===== config.mk =====
export PLATFORM = sky130hd
export DESIGN_NAME = cfg_stream_loader
export DESIGN_NICKNAME = d
export VERILOG_FILES = /design/src/rtl/cfgld_pkg.sv /design/src/rtl/cfgld_flash_rd.sv /design/src/rtl/cfgld_pacer.sv /design/src/rtl/cfg_stream_loader.sv
export SDC_FILE = /design/constraint.sdc
export NUM_CORES = 1
export LEC_CHECK = 0
export BUFFER_PORTS_ARGS = -buffer_cell sky130_fd_sc_hd__buf_2
export CAP_MARGIN = 20
export CORE_MARGIN = 5
export CORE_UTILIZATION = 50
export CTS_CLUSTER_SIZE = 24
export DETAILED_ROUTE_END_ITERATION = 10
export PLACE_DENSITY = 0.69
export SLEW_MARGIN = 0
export SYNTH_ARGS = -nofsm -noshare
export SYNTH_HDL_FRONTEND = slang
export SYNTH_SLANG_ARGS = --single-unit
export TNS_END_PERCENT = 20

===== constraint.sdc =====
create_clock -name clk -period 4.3 [get_ports clk]
set_clock_uncertainty 0.2 [all_clocks]
set_input_delay 0.86 -clock clk [delete_from_list [all_inputs] [get_ports clk]]
set_output_delay 0.86 -clock clk [all_outputs]
set_load 0.02 [all_outputs]

===== src/rtl/cfgld_pkg.sv =====
package cfgld_pkg;

    localparam logic [1:0] MODE_NORMAL = 2'b00;
    localparam logic [1:0] MODE_COMP   = 2'b01;

    typedef enum logic [3:0] {
        ST_IDLE,
        ST_NCFG,
        ST_WST,
        ST_H0_REQ,
        ST_H0_WAIT,
        ST_H1_REQ,
        ST_H1_WAIT,
        ST_RD_REQ,
        ST_RD_WAIT,
        ST_SEND,
        ST_SWAIT,
        ST_TAIL,
        ST_DONE,
        ST_FAIL
    } seq_state_t;

    typedef enum logic {
        SLOT_USER,
        SLOT_FACT
    } slot_t;

    typedef struct packed {
        logic ok;
        logic comp;
    } pace_t;

    typedef struct packed {
        logic        load;
        logic        tail;
        logic        comp;
        logic [15:0] word;
    } pace_cmd_t;

    function automatic pace_t decode_pace(input logic [15:0] w);
        pace_t p;
        p.ok   = (w[1:0] == MODE_NORMAL) || (w[1:0] == MODE_COMP);
        p.comp = (w[1:0] == MODE_COMP);
        return p;
    endfunction

endpackage


===== src/rtl/cfgld_flash_rd.sv =====
module cfgld_flash_rd #(
    parameter int ADDR_W   = 24,
    parameter int ACC_WAIT = 2
) (
    input  logic              clk,
    input  logic              rst,
    input  logic              abort,
    input  logic              req,
    input  logic [ADDR_W-1:0] req_addr,
    output logic [ADDR_W-1:0] flash_addr,
    output logic              flash_oe_n,
    input  logic [15:0]       flash_dq,
    output logic              rd_valid,
    output logic [15:0]       rd_data
);
    localparam int CW = (ACC_WAIT < 1) ? 1 : $clog2(ACC_WAIT + 1);

    logic [CW-1:0] cnt_q;
    logic          busy_q;

    always_ff @(posedge clk) begin
        if (rst || abort) begin
            flash_addr <= '0;
            flash_oe_n <= 1'b1;
            busy_q     <= 1'b0;
            cnt_q      <= '0;
            rd_valid   <= 1'b0;
            rd_data    <= '0;
        end else begin
            rd_valid <= 1'b0;
            if (!busy_q && req) begin
                flash_addr <= req_addr;
                flash_oe_n <= 1'b0;
                busy_q     <= 1'b1;
                cnt_q      <= CW'(ACC_WAIT);
            end else if (busy_q) begin
                if (cnt_q != '0) begin
                    cnt_q <= cnt_q - 1'b1;
                end else begin
                    rd_data    <= flash_dq;
                    rd_valid   <= 1'b1;
                    flash_oe_n <= 1'b1;
                    busy_q     <= 1'b0;
                end
            end
        end
    end

    // the address does not move inside a read window
    a_r8_addr_hold: assert property (@(posedge clk) disable iff (rst)
        (!flash_oe_n && $past(!flash_oe_n)) |-> $stable(flash_addr));

endmodule


===== src/rtl/cfgld_pacer.sv =====
module cfgld_pacer
    import cfgld_pkg::*;
#(
    parameter int COMP_PULSES = 4
) (
    input  logic      clk,
    input  logic      rst,
    input  logic      abort,
    input  pace_cmd_t cmd,
    output logic      busy,
    output logic      dclk,
    output logic [7:0] data
);
    localparam int RW = $clog2(COMP_PULSES + 1);

    logic [7:0]    hi_q;
    logic          more_q;
    logic [RW-1:0] per_q;
    logic [RW-1:0] left_q;

    always_ff @(posedge clk) begin
        if (rst || abort) begin
            busy   <= 1'b0;
            dclk   <= 1'b0;
            data   <= '0;
            hi_q   <= '0;
            more_q <= 1'b0;
            per_q  <= '0;
            left_q <= '0;
        end else if (!busy && cmd.load) begin
            busy   <= 1'b1;
            dclk   <= 1'b0;
            data   <= cmd.tail ? 8'h00 : cmd.word[7:0];
            hi_q   <= cmd.word[15:8];
            more_q <= !cmd.tail;
            per_q  <= (cmd.comp && !cmd.tail) ? RW'(COMP_PULSES) : RW'(1);
            left_q <= (cmd.comp && !cmd.tail) ? RW'(COMP_PULSES) : RW'(1);
        end else if (busy) begin
            if (!dclk) begin
                dclk <= 1'b1;
            end else begin
                dclk <= 1'b0;
                if (left_q > RW'(1)) begin
                    left_q <= left_q - 1'b1;
                end else if (more_q) begin
                    data   <= hi_q;
                    more_q <= 1'b0;
                    left_q <= per_q;
                end else begin
                    busy <= 1'b0;
                end
            end
        end
    end

    // byte already present in the cycle before each rising edge
    a_r7_setup: assert property (@(posedge clk) disable iff (rst)
        $rose(dclk) |-> $stable(data));
    // the byte only moves while the clock is low
    a_r7_change_low: assert property (@(posedge clk) disable iff (rst)
        !$stable(data) |-> !dclk);
    // single-cycle high phase
    a_r7_short_high: assert property (@(posedge clk) disable iff (rst)
        dclk |=> !dclk);

endmodule


===== src/rtl/cfg_stream_loader.sv =====
module cfg_stream_loader
    import cfgld_pkg::*;
#(
    parameter int              ADDR_W      = 24,
    parameter logic [ADDR_W-1:0] USER_BASE = 24'h000000,
    parameter logic [ADDR_W-1:0] FACT_BASE = 24'h200000,
    parameter logic [ADDR_W-1:0] OPT_BASE  = 24'h3F0000,
    parameter int              ACC_WAIT    = 2,
    parameter int              NCFG_CYC    = 4,
    parameter int              TAIL_MAX    = 64,
    parameter int              COMP_PULSES = 4,
    parameter int              LEN_W       = 16
) (
    input  logic              clk,
    input  logic              rst,
    input  logic              start,
    output logic [ADDR_W-1:0] flash_addr,
    output logic              flash_oe_n,
    input  logic [15:0]       flash_dq,
    output logic              cfg_nconfig,
    output logic              cfg_dclk,
    output logic [7:0]        cfg_data,
    input  logic              cfg_nstatus,
    input  logic              cfg_conf_done,
    output logic              done,
    output logic              err
);
    localparam int NCFG_N = (NCFG_CYC < 2) ? 2 : NCFG_CYC;
    localparam int NW     = $clog2(NCFG_N);
    localparam int TW     = $clog2(TAIL_MAX + 1);

    seq_state_t        state_q;
    slot_t             slot_q;
    logic              comp_q;
    logic [LEN_W-1:0]  left_q;
    logic [ADDR_W-1:0] ptr_q;
    logic [NW-1:0]     ncnt_q;
    logic [TW-1:0]     tail_q;
    logic [15:0]       word_q;

    logic              rd_req;
    logic [ADDR_W-1:0] rd_addr;
    logic              rd_valid;
    logic [15:0]       rd_data;
    pace_cmd_t         pcmd;
    logic              p_busy;
    logic              streaming;
    logic              fault;
    pace_t             hdr;
    logic [ADDR_W-1:0] base;

    assign base = (slot_q == SLOT_FACT) ? FACT_BASE : USER_BASE;

    always_comb begin
        hdr       = decode_pace(rd_data);
        streaming = state_q inside {ST_H0_REQ, ST_H0_WAIT, ST_H1_REQ, ST_H1_WAIT,
                                    ST_RD_REQ, ST_RD_WAIT, ST_SEND, ST_SWAIT, ST_TAIL};
        fault     = (streaming && !cfg_nstatus)
                 || (state_q == ST_H0_WAIT && rd_valid && !hdr.ok)
                 || (state_q == ST_TAIL && !p_busy && !cfg_conf_done
                     && tail_q == TW'(TAIL_MAX));
        rd_req  = 1'b0;
        rd_addr = ptr_q;
        pcmd    = '0;
        case (state_q)
            ST_H0_REQ: begin rd_req = 1'b1; rd_addr = base; end
            ST_H1_REQ: begin rd_req = 1'b1; rd_addr = base + ADDR_W'(1); end
            ST_RD_REQ: rd_req = 1'b1;
            ST_SEND: begin
                pcmd.load = 1'b1;
                pcmd.comp = comp_q;
                pcmd.word = word_q;
            end
            ST_TAIL: begin
                if (!p_busy && !cfg_conf_done && tail_q != TW'(TAIL_MAX)) begin
                    pcmd.load = 1'b1;
                    pcmd.tail = 1'b1;
                end
            end
            default: ;
        endcase
    end

    always_ff @(posedge clk) begin
        if (rst) begin
            state_q <= ST_IDLE;
            slot_q  <= SLOT_USER;
            comp_q  <= 1'b0;
            left_q  <= '0;
            ptr_q   <= '0;
            ncnt_q  <= '0;
            tail_q  <= '0;
            word_q  <= '0;
        end else if (fault) begin
            if (slot_q == SLOT_USER) begin
                slot_q  <= SLOT_FACT;
                state_q <= ST_NCFG;
                ncnt_q  <= '0;
            end else begin
                state_q <= ST_FAIL;
            end
        end else begin
            case (state_q)
                ST_IDLE: if (start) begin
                    slot_q  <= SLOT_USER;
                    state_q <= ST_NCFG;
                    ncnt_q  <= '0;
                end
                ST_NCFG: begin
                    ncnt_q <= ncnt_q + 1'b1;
                    if (ncnt_q == NW'(NCFG_N - 1)) state_q <= ST_WST;
                end
                ST_WST:    if (cfg_nstatus) state_q <= ST_H0_REQ;
                ST_H0_REQ: state_q <= ST_H0_WAIT;
                ST_H0_WAIT: if (rd_valid) begin
                    comp_q  <= hdr.comp;
                    state_q <= ST_H1_REQ;
                end
                ST_H1_REQ: state_q <= ST_H1_WAIT;
                ST_H1_WAIT: if (rd_valid) begin
                    left_q <= LEN_W'(rd_data);
                    ptr_q  <= base + ADDR_W'(2);
                    tail_q <= '0;
                    state_q <= (rd_data == '0) ? ST_TAIL : ST_RD_REQ;
                end
                ST_RD_REQ: state_q <= ST_RD_WAIT;
                ST_RD_WAIT: if (rd_valid) begin
                    word_q  <= rd_data;
                    ptr_q   <= ptr_q + ADDR_W'(1);
                    left_q  <= left_q - 1'b1;
                    state_q <= ST_SEND;
                end
                ST_SEND: state_q <= ST_SWAIT;
                ST_SWAIT: if (!p_busy) begin
                    tail_q  <= '0;
                    state_q <= (left_q == '0) ? ST_TAIL : ST_RD_REQ;
                end
                ST_TAIL: if (!p_busy) begin
                    if (cfg_conf_done) state_q <= ST_DONE;
                    else               tail_q  <= tail_q + 1'b1;
                end
                default: ;
            endcase
        end
    end

    assign cfg_nconfig = (state_q != ST_NCFG);
    assign done        = (state_q == ST_DONE);
    assign err         = (state_q == ST_FAIL);

    cfgld_flash_rd #(
        .ADDR_W   (ADDR_W),
        .ACC_WAIT (ACC_WAIT)
    ) u_rd (
        .clk        (clk),
        .rst        (rst),
        .abort      (fault),
        .req        (rd_req),
        .req_addr   (rd_addr),
        .flash_addr (flash_addr),
        .flash_oe_n (flash_oe_n),
        .flash_dq   (flash_dq),
        .rd_valid   (rd_valid),
        .rd_data    (rd_data)
    );

    cfgld_pacer #(
        .COMP_PULSES (COMP_PULSES)
    ) u_pace (
        .clk   (clk),
        .rst   (rst),
        .abort (fault),
        .cmd   (pcmd),
        .busy  (p_busy),
        .dclk  (cfg_dclk),
        .data  (cfg_data)
    );

    // settings area never addressed
    a_r8_no_option_area: assert property (@(posedge clk) disable iff (rst)
        !flash_oe_n |-> (flash_addr < OPT_BASE));
    // request low for at least two cycles
    a_r2_ncfg_width: assert property (@(posedge clk) disable iff (rst)
        $rose(cfg_nconfig) |-> !$past(cfg_nconfig, 2));
    // no clocking while the target is held in reset
    a_r10_quiet_ncfg: assert property (@(posedge clk) disable iff (rst)
        !cfg_nconfig |-> !cfg_dclk);
    // error stays once raised
    a_r11_err_sticky: assert property (@(posedge clk) disable iff (rst)
        err |=> err);
    // done stays and never coexists with err
    a_r12_done_sticky: assert property (@(posedge clk) disable iff (rst)
        done |=> (done && !err));
    a_r12_exclusive: assert property (@(posedge clk) disable iff (rst)
        !(done && err));

endmodule


# == After elaboration in Yosys (flattened, before gate mapping) ==
# Cells that the tools add are included.
# Widths: inputs -> output; s select.
# word_totals
register_bits,141
latch_bits,0
mem_bits_rw,0
rom_bits,0
inputBits,21
out_inout_bits,37
word_cells,198
memories,0
# op_classes
n_addsub,8
multipliers,0
div,0
order_cmp,1
eq_ne,35
n_shift,0
muxes,71
bitwise,4
reduce_logical,57
# ops
operator,count
$pmux 24 s2,2
$mux 4,13
$mux 24,2
$mux 8,6
$pmux 4 s12,1
$logic_not 16->1,2
$mux 16,2
$pmux 16 s2,1
$mux 7,4
$add 24x1->24 const B,1
$eq 4x4->1 const B,6
$add 22x1->23 const B,1
$add 22x2->23 const B,1
$mux 1,22
$mux 22,1
$pmux 7 s3,1
$mux 3,6
$ne 3x2->1 const B,6
$reduce_and 3->1,6
$reduce_bool 2->1,9
$mux 17,1
$eq 4x3->1 const B,4
$sub 16x1->16 const B,1
$mux 2,7
other kinds (32),70

# == Depth between registers and ports, before layout ==
# Gate-level depths: netlist (run 1).
# logic_depth
depth_word,9
mapped_depth,11
depth_no_buf,8

# == By module ==
# From an unflattened synthesis (run 1), not the netlist that was laid out.
# hier_totals
cells_unflattened,909
hier_area_um2,7179.4
# by_module_without_submodules
module,n_inst,cells_per_inst,area_per_inst_um2,seq_area_each_um2
cfg_stream_loader,1,591,4475.5,1421.4
cfgld_flash_rd,1,194,1584.0,900.9
cfgld_pacer,1,124,1119.8,480.5

# == Worst setup path before layout (run 1) ==
# No wires, ideal clock.
# synth_path
path_type,flip-flop to flip-flop
start,reg state_q[2]
end,reg u_rd.rd_valid
arrival_time_ns,2.280
t_required_ns,4.034
slack_ns,1.754
path_stages_with_launch,11
path_buffers,4
period_less_slack_ns,2.546
path_cell_list,dfxtp_1 -> inv_1 -> ha_1 -> clkbuf_1 -> a311oi_1 -> o2bb2ai_1 -> or3_1 -> clkbuf_1 -> buf_2 -> buf_2 -> nor2_1
# synth_via
elab_chain_cells,7
elab_cells_between_ends,23
cone_classes,eq/ne: 9; mux: 1; reduce/logical: 13
# synth_rtl
item,line_no,source
"start, declared",cfg_stream_loader.sv:32,seq_state_t state_q;
"start signal, assigned",cfg_stream_loader.sv:124,state_q <= (rd_data == '0) ? ST_TAIL : ST_RD_REQ;
"start signal, assigned",cfg_stream_loader.sv:136,state_q <= (left_q == '0) ? ST_TAIL : ST_RD_REQ;
"$eq 4x2->1, or another cell as far along","cfg_stream_loader.sv:56, cfg_stream_loader.sv:65",
"$reduce_bool 9->1, or another cell as far along",cfg_stream_loader.sv:56,"streaming = state_q inside {ST_H0_REQ, ST_H0_WAIT, ST_H1_REQ, ST_H1_WAIT,"
$logic_and 1x1->1 (on tied branches),"cfg_stream_loader.sv:58, cfg_stream_loader.sv:59, cfg_stream_loader.sv:60",
$logic_or 1x1->1 / $logic_and 1x1->1 (equally long branches),"cfg_stream_loader.sv:59, cfg_stream_loader.sv:61",
$logic_or 1x1->1,cfg_stream_loader.sv:60,|| (state_q == ST_TAIL && !p_busy && !cfg_conf_done
$logic_or 1x1->1,cfgld_flash_rd.sv:22,if (rst || abort) begin
$reduce_or 3->1 (no source line) (*),n/a,
"end signal, assigned",cfgld_flash_rd.sv:27,rd_valid <= 1'b0;
"end signal, assigned",cfgld_flash_rd.sv:30,rd_valid <= 1'b0;
"end signal, assigned",cfgld_flash_rd.sv:41,rd_valid <= 1'b1;
"end, declared",cfgld_flash_rd.sv:13,"output logic rd_valid,"
# Mark *: on every way between the ends. The rest lies on a longest branch, timed or not.
# A chain may end at the register's enable or synchronous reset.

# == Final worst setup path (run 1) ==
# layout_path
start,reg state_q[2]
end,reg ptr_q[16]
# layout_via
elab_chain_cells,7
elab_cells_between_ends,24
cone_classes,eq/ne: 11; mux: 1; bitwise: 1; reduce/logical: 11
# layout_rtl
item,line_no,source
"$eq 4x2->1, or another cell as far along",cfg_stream_loader.sv:56,
"$reduce_bool 9->1, or another cell as far along",cfg_stream_loader.sv:56,
$logic_and 1x1->1 (on tied branches),"cfg_stream_loader.sv:58, cfg_stream_loader.sv:59, cfg_stream_loader.sv:60",
$logic_or 1x1->1 / $logic_and 1x1->1 (equally long branches),"cfg_stream_loader.sv:59, cfg_stream_loader.sv:61",
$logic_or 1x1->1,cfg_stream_loader.sv:60,
$not 1->1 (no source line),n/a,
$reduce_and 4->1 (no source line),n/a,
"end signal, assigned",cfg_stream_loader.sv:122,ptr_q <= base + ADDR_W'(2);
"end signal, assigned",cfg_stream_loader.sv:129,ptr_q <= ptr_q + ADDR_W'(1);
"end, declared",cfg_stream_loader.sv:36,logic [ADDR_W-1:0] ptr_q;
# Parallel ways exist; a longest one is shown, timed or not.

==> results of run 1 <==
## cell families after synthesis
| family | count (synthesis) |
|---|---|
| mux | 21 |
| buf+inv | 67 |
| xor+xnor | 28 |
| compound gates | 183 |
| flops | 140 |
| simple gates | 336 |
| fa+ha+maj | 11 |
## where the power goes
group          internal (mW)  switching, mW  leakage (nW)
clock                  0.957          0.545         0.296
combinational          0.109          0.189          1.37
sequential              1.33         0.0665          1.13
## critical path: stages (launching register included)
cell and delay, ps:
dfxtp_1 390, inv_1 90, ha_1 360, a311oi_1 440, a2bb2oi_2 250, and3_1 180
buf_4 340, a21o_1 640, nor2_1 130
## path summary, 6_finish.rpt
check	start	depth (start not counted)	slack, ps	endpoint
max	state_q[2]$_SDFFE_PP0P_	8	1120	ptr_q[16]$_SDFFE_PP0P_
min	u_rd.flash_addr[9]$_SDFFE_PP0P_	2	240	u_rd.flash_addr[9]$_SDFFE_PP0P_
min reg2reg	u_rd.flash_addr[9]$_SDFFE_PP0P_	2	240	u_rd.flash_addr[9]$_SDFFE_PP0P_
max reg2reg	state_q[2]$_SDFFE_PP0P_	8	1120	ptr_q[16]$_SDFFE_PP0P_
## per-layer routing
layer	routed length [um]	up-vias	track usage, %
li1	-	2848	-
met1	6990	2701	28.1
met2	7250	178	33.1
met3	925	29	4.86
met4	335	0	9.10
met5	0	-	0
## sequential cells by signal, indices dropped and copies added, names as in the netlist, 3 cells and up
| register | flops |
|---|---|
| left_q | 16 |
| ptr_q | 24 |
| state_q | 4 |
| tail_q | 7 |
| u_pace.data | 8 |
| u_pace.hi_q | 8 |
| u_pace.left_q | 3 |
| u_rd.flash_addr | 24 |
| u_rd.rd_data | 16 |
| word_q | 16 |
## layout by cell type (no fill, tap or decap), drive strengths merged, types with 3 or more instances in the layout
master,synthesis,routed
nor3b,4,4
o21ai,36,36
mux2i,19,19
a22oi,21,21
xnor2,14,14
buf,15,65
nor2,98,98
a31oi,5,5
a21o,4,4
bufinv,0,3
clkbuf,37,22
nor2b,4,4
or2,5,5
a211oi,7,7
and4,6,6
and3,3,3
nand2b,4,4
ha,11,11
clkinv,0,4
dfxtp,140,140
inv,15,16
nor3,17,17
nand3,44,44
nand4,15,15
or3,3,3
nand2,102,102
o32ai,4,4
a21oi,80,80
xor2,14,14
nor4,16,16
and2,8,8
## cell type report
class	instances	area share, %
multi-input combinational	579	45.5
clock inverter	10	1.85
inverter	15	0.759
timing repair buffer	65	4.82
clock buffer	22	6.39
sequential	140	37.8
tap	172	2.90
==> metrics.txt, run 1 <==
crit-path max FO 37; Startpoint Class flop; core area 12700 sq um; clock sink total 140; asr flop ratio synth 0%; Die Ht ~120 um; Die W 124 um; post-synthesis sequential area ratio 43.0%; post-synthesis mux area share 3.26%; top post-synthesis cells by area dfxtp_1, a21oi_1, nand2_1; register area 2800 sq um; CTS tree yes; post-CTS sizing 0; Skew-Pair Late Insertion Delay 420 ps; ratio of cells with drive above 1 in the final layout 14.3%; Max Transition Viols Final 0; Worst VDD drop roughly 0.00027 V; largest net degree at the start of global routing 60; leading area contributor after synthesis dfxtp_1; multi-input logic area 3380 sq um; Post-Synth XOR/XNOR Area 3.76%; Finished Core Util 58.3%; Post-Place Setup Slack about 1200 ps; final hold vios 0; Period Utilization, post-route 74.0%; post-layout minimum cycle time 3180 ps; worst path required time 4370 ps; area of placed instances 6780 sq um; GP Congestion 0.864; syn_area_per_cell 8.29 sq um; Post-Syn Instances 786; global-route usage over all layers about a fifth; Synth top area share 43.0%; fmax between 300 and 400 MHz; Netlist cell types 73; Synth top cells by count dfxtp_1, nand2_1, nor2_1; # rows 41; Pwr Total ~3.2 mW; Clock transition at path regs 60 ps; H-Tree Level Count 4; average wire per standard cell 15.5 um; Clock Tree Root clkbuf_16; mapped cell area 6520 sq um; largest family of logic cells by synthesized area simple AND/OR/NAND/NOR gates; Min Hold Slack 244 ps; Synth Net Count 818; CP arrival 3260 ps; unrepaired setup endpoints after global routing no; DR vias around 5800; FILL cells 1161; Final setup viols 0; worst setup path class reg2reg; area share of fa/ha/maj cells after synthesis around 2.1%; power per cell area approximately 430 nW/um^2; initial antenna violation count 0; Max Cap Viol 0; DRC Markers 0; DR iter-0 viols 359; dpl hpwl between 10000 and 15000 um; Most used DFF post-synth dfxtp_1; Synth Area in Compound Gates 17.1%; vias in the first global route 5173; Total Wirelength around 15000 um; most common cell in the netlist dfxtp_1; post-synthesis simple-gate area fraction between 20 and 30%; diode count 0; setup TNS 0 ps; initial core utilization 51.2%; Slew HR ~40%; Final nets 850; PortBufs 57; number of synthesized register bits 140; Max clock buf depth 2; Post-CTS Setup Bufs 0; Layout area overhead 13.9%; worst setup slack after layout 1120 ps; die area 15400 sq um; worst slew pin tran about 900 ps; CP endpoint kind flop; number of synthesized flops with an enable pin 0; synth warn 0; Design Area, Final 7420 sq um; Pleak 2.79 nW; Final Non-Filler Cells 1003; run status finished, final reports clean; Num CTS Buffers 17; via/cell ratio approximately 5.7; I/O pin count 58; # hold bufs at CTS 0; GRT overflow 0; Post-DRT Antenna Nets 0; Inst Count DP 969; first-pass GRT wire length 25900 um; first-pass iteration count of the detailed router 5; HP Class reg2reg
(Power assumes the default switching activity.)
==> run 2: changes to the inputs <==
--- a/config.mk
+++ b/config.mk
@@ -11,7 +11,7 @@
 export CORE_UTILIZATION = 50
 export CTS_CLUSTER_SIZE = 24
 export DETAILED_ROUTE_END_ITERATION = 10
-export PLACE_DENSITY = 0.69
+export PLACE_DENSITY = 0.71
 export SLEW_MARGIN = 0
 export SYNTH_ARGS = -nofsm -noshare
 export SYNTH_HDL_FRONTEND = slang
==> constraint.sdc (replaced) <==
create_clock -name clk -period 2.9 [get_ports clk]
set_clock_uncertainty 0.2 [all_clocks]
set_input_delay 0.58 -clock clk [delete_from_list [all_inputs] [get_ports clk]]
set_output_delay 0.58 -clock clk [all_outputs]
set_load 0.02 [all_outputs]
==> metrics.txt, run 2 (synthesis results as in run 1) <==
run status finished, final reports clean; Clock Tree Root clkbuf_16; # rows 41 (unchanged); Startpoint Class flop; fmax 371 MHz (+18%); Die W 124 um (unchanged); CP cell instances inv_1 -> ha_1 -> nor3b_4 -> nand3_2 -> or4_4 -> a21bo_1 -> a2111o_1 -> a31oi_1; clock sink total 140 (unchanged); HP Class in2reg; Max Transition Viols Final 0 (unchanged); DR vias 5808 (+0.90%); crit-path max FO 6 (-84%); GP Congestion 0.892 (+3.3%); largest net degree at the start of global routing 43 (-28%); global-route usage over all layers 21.4% (+0.23 points); DR iter-0 viols 451 (+26%); setup TNS 0 ps (unchanged); die area 15400 sq um (unchanged); CP peak stage delay 530 ps (-110 ps); PortBufs 57 (unchanged); R2R Path End state_q[3]$_SDFFE_PP0P_; Crit. path cell count 8 (unchanged); Final nets 863 (+1.5%); Die Ht 124 um (unchanged); CP endpoint kind flop; initial antenna violation count 0 (unchanged); Top Family by Delay on Critical Path simple AND/OR/NAND/NOR gates; Worst VDD drop 0.000377 V (+40%); FILL cells 1161 (unchanged); leading cell type in the layout, fill and taps excluded dfxtp_1; slowest CP cell or4_4; I/O pin count 58 (unchanged); worst hold path stage count 3 (+1); Worst setup startpoint left_q[0]$_SDFFE_PP0P_; Post-DRT Antenna Nets 0 (unchanged); power per cell area 626 nW/um^2 (+46%); H-Tree Level Count 4 (unchanged); Min Hold Slack 193 ps (-51.6 ps); CP arrival 2830 ps (-430 ps); via/cell ratio 5.72 (-0.39%); dpl hpwl 10900 um (+5.3%); Pleak 2.85 nW (+2.0%); first-pass GRT wire length 26200 um (+1.0%); Max clock buf depth 2 (unchanged); Layout area overhead 15.4%; average wire per standard cell 15.4 um (-0.17%); Slew HR 64.6% (+25 points); core area 12700 sq um (unchanged); worst slew pin tran 527 ps (-372 ps); Period Utilization, post-route 92.9% (+19 points); Clock transition at path regs 60 ps (about the same); post-layout minimum cycle time 2690 ps (-491 ps); worst reg2reg path startpoint left_q[0]$_SDFFE_PP0P_; top flop regs ptr_q x24, u_rd.flash_addr x24; DRC Markers 0 (unchanged); Register-to-Register Path Depth 8 (unchanged); GRT overflow 0 (unchanged); diode count 0 (unchanged); crit path capture state_q[3]$_SDFFE_PP0P_; R2R setup slack 210 ps (-910 ps); final hold vios 0 (unchanged); worst path required time 3040 ps (-1330 ps); initial core utilization 51.2% (unchanged); CTS tree yes; first-pass iteration count of the detailed router 5 (unchanged); vias in the first global route 5421 (+4.8%); Final setup viols 0 (unchanged); highest-count cells in the layout ignoring fill and taps dfxtp_1, nand2_1, nor2_1; Skew-Pair Late Insertion Delay 420 ps (about the same); ratio of cells with drive above 1 in the final layout 16.0% (+1.7 points); Worst Path Buf+Inv 1 (-1); worst setup path class reg2reg; Total Wirelength 15700 um (+1.1%); Num CTS Buffers 17 (unchanged); Max Cap Viol 0 (unchanged); unrepaired setup endpoints after global routing no
-- run 2: cell count changes in the layout (fill, tap and decap cells not counted), sizes merged --
cell      before  now
buf           65   78
clkbuf        22   21
clkinv         4    7
inv           16   15
clkinvlp       2    1
-- run 2: worst min path at each step --
stage,from,slack [ps],endpoint
floorplan,u_pace.per_q[2]$_SDFFE_PP0P_,250,u_pace.per_q[2]$_SDFFE_PP0P_
finish,flash_dq[8],190,u_rd.rd_data[8]$_SDFFE_PP0P_
CTS,flash_dq[8],180,u_rd.rd_data[8]$_SDFFE_PP0P_
global route,flash_dq[10],190,u_rd.rd_data[10]$_SDFFE_PP0P_
detailed placement,u_rd.flash_addr[18]$_SDFFE_PP0P_,250,u_rd.flash_addr[18]$_SDFFE_PP0P_
global placement,u_rd.flash_addr[4]$_SDFFE_PP0P_,240,u_rd.flash_addr[4]$_SDFFE_PP0P_
-- run 2: tightest hold or removal path, delay by kind of cell --
| kind | cells | cell delay, ps |
|---|---|---|
| simple gates | 1 | 50 |
| compound gates | 1 | 50 |
| buf+inv | 1 | 90 |
-- run 2: routing by layer --
| layer | track usage (%) | share of wire, % | vias to the layer above |
|---|---|---|---|
| li1 | - | - | 2864 |
| met1 | 28.0 | 45 | 2760 |
| met2 | 34.4 | 48 | 156 |
| met3 | 5.04 | 5.3 | 28 |
| met4 | 8.21 | 1.7 | 0 |
| met5 | 0 | 0 | - |
-- run 2: repair_timing --
action                                 in CTS  in global routing
hold buffers                                0                  0
setup buffers                               0                  2
setup endpoints to repair                   0                 31
endpoints found under the hold margin       0                  0
resized for setup                           0                  4
-- run 2: power by group --
part | internal (mW) | switching [mW]
registers | 1.97 | 0.0756
logic | 0.180 | 0.314
clock network | 1.37 | 0.802
-- run 2: layout make-up --
type	instances	area, sq um	area share (%)
Sequential cell	140	2800	37.3
Clock inverter	11	144	1.91
Tap cell	172	215	2.86
Inverter	15	56.3	0.749
Multi-Input combinational cell	579	3390	45.1
Timing Repair Buffer	78	455	6.06
Clock buffer	21	450	5.99
-- run 2: through the flow --
| step | cell area, sq um | util, % | cells | worst slack, ps | power (mW) |
|---|---|---|---|---|---|
| after floorplan | 6520 | - | 786 | 354 | 2.44 |
| after global placement | 6890 | 54.2 | 982 | 254 | 2.55 |
| after detailed placement | 6890 | 54.2 | 982 | 168 | 2.57 |
| after CTS | 7490 | 58.9 | 1014 | 161 | 4.74 |
| after global routing | 7520 | 59.1 | 1016 | 15.0 | 4.88 |
| final | 7520 | 59.1 | 1016 | 207 | 4.71 |
==> run 3: changes to the inputs <==
--- a/config.mk
+++ b/config.mk
@@ -7,11 +7,13 @@
 export LEC_CHECK = 0
 export BUFFER_PORTS_ARGS = -buffer_cell sky130_fd_sc_hd__buf_2
 export CAP_MARGIN = 20
+export CELL_PAD_IN_SITES_DETAIL_PLACEMENT = 2
+export CELL_PAD_IN_SITES_GLOBAL_PLACEMENT = 2
 export CORE_MARGIN = 5
-export CORE_UTILIZATION = 50
+export CORE_UTILIZATION = 39
 export CTS_CLUSTER_SIZE = 24
 export DETAILED_ROUTE_END_ITERATION = 10
-export PLACE_DENSITY = 0.71
+export PLACE_DENSITY_LB_ADDON = 0.1
 export SLEW_MARGIN = 0
 export SYNTH_ARGS = -nofsm -noshare
 export SYNTH_HDL_FRONTEND = slang
==> constraint.sdc (replaced) <==
create_clock -name clk -period 3.15 [get_ports clk]
set_clock_uncertainty 0.2 [all_clocks]
set_input_delay 0.63 -clock clk [delete_from_list [all_inputs] [get_ports clk]]
set_output_delay 0.63 -clock clk [all_outputs]
set_load 0.02 [all_outputs]
==> metrics.txt, run 3 (synthesis results as in run 1) <==
part of the power in combinational logic 11.3% (+0.8 points); diode count 0 (unchanged); top flop regs ptr_q x24, u_rd.flash_addr x24; Post-DRT Antenna Nets 0 (unchanged); Die W 139 um (+12%); Layout area overhead 15.9%; clock sink total 140 (unchanged); PortBufs 57 (unchanged); Worst Path Buf+Inv 2 (+1); Worst VDD drop 0.000391 V (+3.5%); Pint 3.13 mW (-11%); worst setup path class reg2out; Max Cap Viol 0 (unchanged); initial antenna violation count 0 (unchanged); vias in the first global route 6503 (+20%); Clock Tree Root clkbuf_16; via/cell ratio 5.59 (-2.3%); die area 19400 sq um (+26%); Period Utilization, post-route between 90% and 100%; dpl hpwl 14800 um (+36%); core area 16500 sq um (+29%); CTS tree yes; Startpoint Class flop; run status finished, final reports clean; worst path required time 2320 ps (-720 ps); first-pass iteration count of the detailed router 4 (-1); average wire per standard cell 19.7 um (+28%); H-Tree Level Count 4 (unchanged); final hold vios 0 (unchanged); Max Transition Viols Final 0 (unchanged); CP peak stage delay 640 ps (+110 ps); Top Family by Delay on Critical Path flip-flops; Max clock buf depth 2 (unchanged); worst slew pin tran 789 ps (+262 ps); initial core utilization 39.6% (-12 points); Final setup viols 0 (unchanged); CP endpoint kind output port; ratio of cells with drive above 1 in the final layout 16.1% (+0.099 points); Psw 1.25 mW (+4.9%); CP arrival 2150 ps (-680 ps); GP Congestion 0.862 (-3.4%); crit-path max FO 14 (+8); setup TNS 0 ps (unchanged); Total Wirelength 21000 um (+34%); sw frac 28.5% (+3.2 points); Num CTS Buffers 17 (unchanged); # hold bufs at CTS 0 (unchanged); Seq pwr share 43.0% (-0.3 points); slowest CP cell dfxtp_1; Post-CTS Setup Bufs 0 (unchanged); highest-count cells in the layout ignoring fill and taps dfxtp_1, nand2_1, nor2_1; unrepaired setup endpoints after global routing no; DR iter-0 viols 296 (-34%); DRC Markers 0 (unchanged); leading cell type in the layout, fill and taps excluded dfxtp_1; Clock transition at path regs 60 ps (about the same); largest net degree at the start of global routing 46 (+7.0%); I/O pin count 58 (unchanged); Die Ht 139 um (+12%); Slew HR 47.3% (-17 points); post-CTS sizing 0 (unchanged); worst setup slack after layout 168 ps (-39.1 ps); Final nets 864 (+0.12%); Skew-Pair Late Insertion Delay 430 ps (about the same); CP cell instances buf_4 -> nor2b_1 -> nand2_1 -> buf_2; Pleak 2.85 nW (-0.12%); Post-Place Setup Slack 272 ps (+104 ps); post-layout minimum cycle time 2980 ps; global-route usage over all layers 22.0% (+0.62 points); DR vias 5949 (+2.4%); power per cell area 580 nW/um^2 (-7.3%); GRT overflow 0 (unchanged); Clk pwr share 45.6% (-0.6 points); first-pass GRT wire length 34900 um (+33%); # rows 47 (+15%); HP Class in2reg; fmax 335 MHz
-- run 3: cell types whose count changed in the layout (fill, tap and decap cells not counted), sizes merged --
| cell | before | now |
|---|---|---|
| clkbuf | 21 | 19 |
| clkinvlp | 1 | 2 |
| buf | 78 | 79 |
| clkinv | 7 | 5 |
| bufinv | 3 | 1 |
| inv | 15 | 20 |
-- run 3: layout make-up --
cell class                 count  area, sq um
fill                        1846         8910
multi-input combinational    579         3380
sequential                   140         2800
clock buffer                  19          453
timing repair buffer          79          450
tap                          220          275
clock inverter                13          133
inverter                      15         56.3
-- run 3: stage by stage --
| step | hold slack, ps | instances | power, mW | util [%] | area [sq um] |
|---|---|---|---|---|---|
| finish | 242 | 1065 | 4.38 | 45.9 | 7550 |
| global route | 249 | 1065 | 4.55 | 45.9 | 7550 |
| CTS | 230 | 1065 | 4.42 | 45.8 | 7550 |
| detailed placement | 251 | 1033 | 2.41 | 42.3 | 6960 |
| global placement | 237 | 1033 | 2.39 | 42.3 | 6960 |
| floorplan | 251 | 786 | 2.25 | - | 6520 |
-- run 3: final timing paths --
kind	startpoint	to	slack [ps]	cells after the start
max	state_q[0]$_SDFFE_PP0P_	cfg_nconfig	170	4
min	flash_dq[5]	u_rd.rd_data[5]$_SDFFE_PP0P_	240	3
max reg2reg	state_q[3]$_SDFFE_PP0P_	u_rd.busy_q$_SDFF_PP0_	230	7
min reg2reg	u_rd.flash_addr[15]$_SDFFE_PP0P_	u_rd.flash_addr[15]$_SDFFE_PP0P_	250	2
-- run 3: power by group through the flow --
stage / clock [mW] / sequential [mW] / combinational (mW)
2_1_floorplan: 0 / 1.88 / 0.372
3_3_place_gp: 0 / 1.92 / 0.469
3_5_place_dp: 0 / 1.92 / 0.493
4_1_cts: 2.04 / 1.88 / 0.502
5_1_grt: 2.11 / 1.89 / 0.547
6_report: 2.00 / 1.88 / 0.497
-- run 3: metal layers --
layer	GRT usage, %	wire [um]	vias up
li1	-	-	2861
met1	26.3	9090	2968
met2	40.0	10900	93
met3	4.08	652	27
met4	6.95	330	0
met5	0	0	-
-- run 3: tightest hold or removal path: cells and delay by family --
kind | cells | cell delay, ps
buffers and inverters | 1 | 90
AO/OA/AOI/OAI | 1 | 50
AND/OR/NAND/NOR | 1 | 50
